## src/rtl/dotchar_pkg.sv

```systemverilog
package dotchar_pkg;
  localparam int CODE_W_DEF = 6;
  localparam int ROWS_DEF   = 8;
  localparam int COLS_DEF   = 8;

  // Row pattern for flat index idx = code*ROWS + row
  function automatic int row_pattern(input int idx);
    return (idx * 29) + 11;
  endfunction
endpackage

```

## src/rtl/glyph_rom.sv

```systemverilog
module glyph_rom #(
  parameter int ADDR_W = 9,
  parameter int COLS   = 8
) (
  input  logic              clk,
  input  logic              rst,
  input  logic [ADDR_W-1:0] addr,
  output logic [COLS-1:0]   data
);
  localparam int DEPTH = 1 << ADDR_W;

  logic [COLS-1:0] mem [DEPTH];

  initial begin
    for (int i = 0; i < DEPTH; i++) begin
      mem[i] = COLS'(dotchar_pkg::row_pattern(i));
    end
  end

  always_ff @(posedge clk) begin
    if (rst) data <= '0;
    else     data <= mem[addr];
  end
endmodule

```

## src/rtl/line_ctr.sv

```systemverilog
module line_ctr #(
  parameter int ROWS = 8
) (
  input  logic                    clk,
  input  logic                    rst,
  input  logic                    line_i,
  input  logic                    clr_i,
  output logic [$clog2(ROWS)-1:0] line_o
);
  localparam int LW = $clog2(ROWS);

  logic line_d;
  logic step;

  assign step = line_i & ~line_d;

  always_ff @(posedge clk) begin
    if (rst) begin
      line_d <= 1'b0;
      line_o <= '0;
    end else begin
      line_d <= line_i;
      if (clr_i)     line_o <= '0;
      else if (step) line_o <= (line_o == LW'(ROWS - 1)) ? '0 : line_o + 1'b1;
    end
  end
endmodule

```

## src/rtl/row_shifter.sv

```systemverilog
module row_shifter #(
  parameter int COLS = 8
) (
  input  logic            clk,
  input  logic            rst,
  input  logic [COLS-1:0] row_i,
  input  logic            le_i,
  input  logic            dot_en_i,
  output logic            dot_o
);
  logic            le_d;
  logic            load;
  logic [COLS-1:0] sh;

  assign load  = le_d & ~le_i;
  assign dot_o = sh[COLS-1];

  always_ff @(posedge clk) begin
    if (rst) begin
      le_d <= 1'b0;
      sh   <= '0;
    end else begin
      le_d <= le_i;
      if (load)          sh <= row_i;
      else if (dot_en_i) sh <= {sh[COLS-2:0], 1'b0};
    end
  end
endmodule

```

## src/rtl/dotchar_gen.sv

```systemverilog
module dotchar_gen #(
  parameter int CODE_W = dotchar_pkg::CODE_W_DEF,
  parameter int ROWS   = dotchar_pkg::ROWS_DEF,
  parameter int COLS   = dotchar_pkg::COLS_DEF
) (
  input  logic                    clk,
  input  logic                    rst,
  input  logic [CODE_W-1:0]       code_i,
  input  logic                    dot_en_i,
  input  logic                    line_i,
  input  logic                    le_i,
  input  logic                    clr_i,
  output logic                    dot_o,
  output logic [$clog2(ROWS)-1:0] line_o
);
  localparam int LW     = $clog2(ROWS);
  localparam int ADDR_W = CODE_W + LW;

  logic [COLS-1:0] row_sel;

  line_ctr #(.ROWS(ROWS)) u_line (
    .clk(clk), .rst(rst), .line_i(line_i), .clr_i(clr_i), .line_o(line_o)
  );

  glyph_rom #(.ADDR_W(ADDR_W), .COLS(COLS)) u_rom (
    .clk(clk), .rst(rst), .addr({code_i, line_o}), .data(row_sel)
  );

  row_shifter #(.COLS(COLS)) u_shift (
    .clk(clk), .rst(rst), .row_i(row_sel), .le_i(le_i),
    .dot_en_i(dot_en_i), .dot_o(dot_o)
  );
endmodule

```

## config.mk

```make
export PLATFORM = sky130hd
export DESIGN_NAME = dotchar_gen
export DESIGN_NICKNAME = d
export VERILOG_FILES = /design/src/rtl/dotchar_pkg.sv /design/src/rtl/glyph_rom.sv /design/src/rtl/line_ctr.sv /design/src/rtl/row_shifter.sv /design/src/rtl/dotchar_gen.sv
export SDC_FILE = /design/constraint.sdc
export NUM_CORES = 1
export LEC_CHECK = 0
export ABC_AREA = 0
export CAP_MARGIN = 20
export CORE_MARGIN = 2
export CORE_UTILIZATION = 60
export CTS_CLUSTER_DIAMETER = 80
export CTS_CLUSTER_SIZE = 25
export DETAILED_ROUTE_END_ITERATION = 7
export GPL_TIMING_DRIVEN = 0
export HOLD_SLACK_MARGIN = 0.03
export PLACE_DENSITY_LB_ADDON = 0.15
export SLEW_MARGIN = 20
export SYNTH_ARGS = -nofsm -noshare
export SYNTH_HDL_FRONTEND = slang
export SYNTH_SLANG_ARGS = --single-unit
```

## constraint.sdc

```tcl
create_clock -name clk -period 3.5 [get_ports clk]
set_input_delay 0.35 -clock clk [delete_from_list [all_inputs] [get_ports clk]]
set_output_delay 0.35 -clock clk [all_outputs]
set_load 0.05 [all_outputs]
```

==> impl_metrics.toml <==
[clocking]
postCtsSetupBuffers = 0
post_cts_resize_count = 0
cts-root-to-sink-buffers = 2
root_buffer = "sky130_fd_sc_hd__clkbuf_4"
cts-htree-levels = 1
cts_tree = "done"
worst_skew_pair.late_latency_ns = 0.30
post_cts_hold_buffer_count = 0
tritoncts.num_buffers = 3
clkTransAtPathRegs_ns = 0.11
tritoncts_num_sinks = 21

[critical_path]
worstSetupEndpointType = "flop"
cp.required_ns = 3.70
critPathMaxFanout = 11
crit_type = "flop to flop"
start_kind = "flop"
worstPathArrival_ns = 2.98

[sta]
slew_headroom_pct = 62.5
setup-tns-final_ns = 0
rsz0062_at_grt = "false"
setup_violation_total_in_the_final_timing_report = 0
timing.clock.skew_ns = 0.00116
layout_setup_ws_ns = 0.724
max_slew_violation_count = 0
tightest_slew_ns = 0.563
final-hold-violation-count = 0
finalHoldWorstSlack_ns = 0.473
period_minus_slack_ns = 2.78
finalCritPeriodShare_pct = 79.3
max_clock_freq_ghz = 0.360

[run_status]
run_status = "completed"

[power]
cellPowerDensity_mw_per_mm2 = 245
total_leakage_power_nw = 0.815
worst_ir_drop_vdd_uv = 185

[place]
buffer_ports.inserted = 10
post-dp-hpwl_um = 3980
gp_congestion = 0.985
worst_case_setup_slack_after_placement_ns = 0.820

[detailed_routing]
routedWlPerCell_um = 18.3
drt_first_pass_iters = 8
routed_wl_um = 5700
post-route-drc-count = 0
detail-route-antenna-nets = 0
via_total_after_detailed_routing = 2111
drt-vias-per-instance = 6.77
detailedRoute.firstIterationViolations = 265

[run]
max-cap-violations = 0

[global_routing]
grt_max_degree = 13
first_global_vias = 1852
grt_pass1_wl_um = 9050
antenna_found_initial = 0
overflow = 0
grt_usage_pct = 32.4

[finish]
fraction_of_layout_cells_with_a_size_suffix_above_1_pct = 11.2
layout.area.seq_um2 = 420
count_of_filler_cells_inserted_in_the_layout = 280
nets = 292
area_growth_syn_to_layout_pct = 9.28
n_antenna_cell = 0
multi_input_area_mm2 = 0.00136

[synth]
synth_top_cell_by_area = "sky130_fd_sc_hd__dfxtp_1"
yosysWarnings = 0
avgSynthCellArea_um2 = 7.70
yosys.cell_types.count = 56
yosys_top_cell_area_share_pct = 21.5
async_reset_ff_share_pct = 0
leading_cell_types_by_total_area_after_synthesis = "sky130_fd_sc_hd__dfxtp_1 21%, sky130_fd_sc_hd__ha_1 7.0%, sky130_fd_sc_hd__mux2i_1 5.1%"
synth_ff_type = "sky130_fd_sc_hd__dfxtp_1"
synth_cells = 254
mappedNetlistNets = 277
synth_edf_count = 0
synth.ff_latch_count = 21
seq_area_frac_synth_pct = 21.5
mappedNetlistArea_mm2 = 0.00196

[floorplanning]
design.portCount = 16
placeableCoreArea_mm2 = 0.00308
die-height_um = 61.1
initial_core_util_pct = 63.5
die_area_mm2 = 0.00373
rows = 20
die_width_um = 61.1

[min_path]
worstHoldPathType = "flop to flop"
layout by cell type, fill, tap and decap left out, drive strengths merged, types with 3 or more instances in the layout:
cell type,instances
a211oi,11
a21oi,17
a221oi,3
a311oi,5
a31oi,6
buf,19
clkbuf,12
clkdlybuf4s50,10
dfxtp,21
ha,11
inv,8
mux2i,10
nand2,10
nand2b,15
nand3,7
nor2,20
nor2b,9
nor3,9
nor3b,3
o211ai,5
o21ai,16
o221a,3
cells by family after synthesis:
| family | Yosys count | synth area share (%) |
|---|---|---|
| AO/OA/AOI/OAI | 89 | 32.0 |
| XOR/XNOR | 2 | 0.896 |
| adder cells (fa/ha/maj) | 11 | 7.04 |
| buffers and inverters | 35 | 8.83 |
| flip-flops | 21 | 21.5 |
| multiplexers | 11 | 5.89 |
| AND/OR/NAND/NOR | 85 | 23.9 |
power breakdown:
group          switching [mW]  total (mW)  internal (mW)
logic                  0.0892       0.149         0.0598
registers             0.00649       0.258          0.252
clock network          0.0722       0.117         0.0445
layout make-up:
cell class              instances  share of cell area, %
multi-input cells             198                   63.8
flip-flops and latches         21                   19.7
inverters                       8                   1.41
plain buffers                  27                   6.67
well taps                      44                   2.58
clock buffers                   4                   1.23
repair buffers                 10                   4.68
path summary, 6_finish.rpt:
check	from	to	slack (ns)	cells past startpoint
worst max register to register	u_line.line_o[1]$_SDFFE_PP0P_	u_rom.data[6]$_SDFF_PP0_	0.72	9
worst min register to register	u_rom.data[0]$_SDFF_PP0_	u_shift.sh[0]$_SDFFE_PP0P_	0.47	2
worst max-delay path	u_line.line_o[1]$_SDFFE_PP0P_	u_rom.data[6]$_SDFF_PP0_	0.72	9
worst min-delay path	u_rom.data[0]$_SDFF_PP0_	u_shift.sh[0]$_SDFFE_PP0P_	0.47	2
per-layer routing:
layer  vias to the layer above  share of wire (%)  GRT usage (%)
li1                        980                  -              -
met1                       979                 43           48.9
met2                       137                 44           47.3
met3                        15                 11           5.46
met4                         0                1.7           9.01
met5                         -                  0              0
stage by stage:
step	util [%]	cell area [µm²]	power (mW)	cells
6_report	69.4	2140	0.524	312
5_1_grt	69.4	2140	0.549	312
4_1_cts	69.4	2140	0.523	312
3_5_place_dp	68.6	2110	0.407	308
3_3_place_gp	68.6	2110	0.406	308
2_1_floorplan	-	1960	0.368	254
cells in the mapped netlist, types with 3 or more instances:
| cell type | count |
|---|---|
| sky130_fd_sc_hd__nand3_1 | 7 |
| sky130_fd_sc_hd__a211oi_1 | 11 |
| sky130_fd_sc_hd__buf_2 | 12 |
| sky130_fd_sc_hd__a31oi_1 | 6 |
| sky130_fd_sc_hd__ha_1 | 11 |
| sky130_fd_sc_hd__inv_1 | 6 |
| sky130_fd_sc_hd__o21ai_0 | 16 |
| sky130_fd_sc_hd__a21oi_1 | 17 |
| sky130_fd_sc_hd__nor3b_1 | 3 |
| sky130_fd_sc_hd__nor2_1 | 20 |
| sky130_fd_sc_hd__mux2i_1 | 10 |
| sky130_fd_sc_hd__a311oi_1 | 5 |
| sky130_fd_sc_hd__nand2_1 | 10 |
| sky130_fd_sc_hd__dfxtp_1 | 21 |
| sky130_fd_sc_hd__clkbuf_1 | 8 |
| sky130_fd_sc_hd__o211ai_1 | 5 |
| sky130_fd_sc_hd__a221oi_1 | 3 |
| sky130_fd_sc_hd__nor3_1 | 9 |
| sky130_fd_sc_hd__buf_4 | 5 |
| sky130_fd_sc_hd__nor2b_1 | 9 |
| sky130_fd_sc_hd__nand2b_1 | 15 |
state kept, by name, summed over array words and instances, names as in the netlist:
name           cells
u_shift.sh         8
u_shift.le_d       1
u_rom.data         8
u_line.line_d      1
u_line.line_o      3
worst max-delay path, cell delays in order, from the launching register on:
cell and delay (ns):
sky130_fd_sc_hd__dfxtp_1 0.45, sky130_fd_sc_hd__buf_2 0.27, sky130_fd_sc_hd__inv_1 0.25, sky130_fd_sc_hd__ha_1 0.42, sky130_fd_sc_hd__clkbuf_1 0.36, sky130_fd_sc_hd__nand2b_1 0.20, sky130_fd_sc_hd__nand3_1 0.08, sky130_fd_sc_hd__a311oi_1 0.27
sky130_fd_sc_hd__nor3_1 0.07, sky130_fd_sc_hd__a311oi_1 0.31
(Power assumes the default switching activity.)
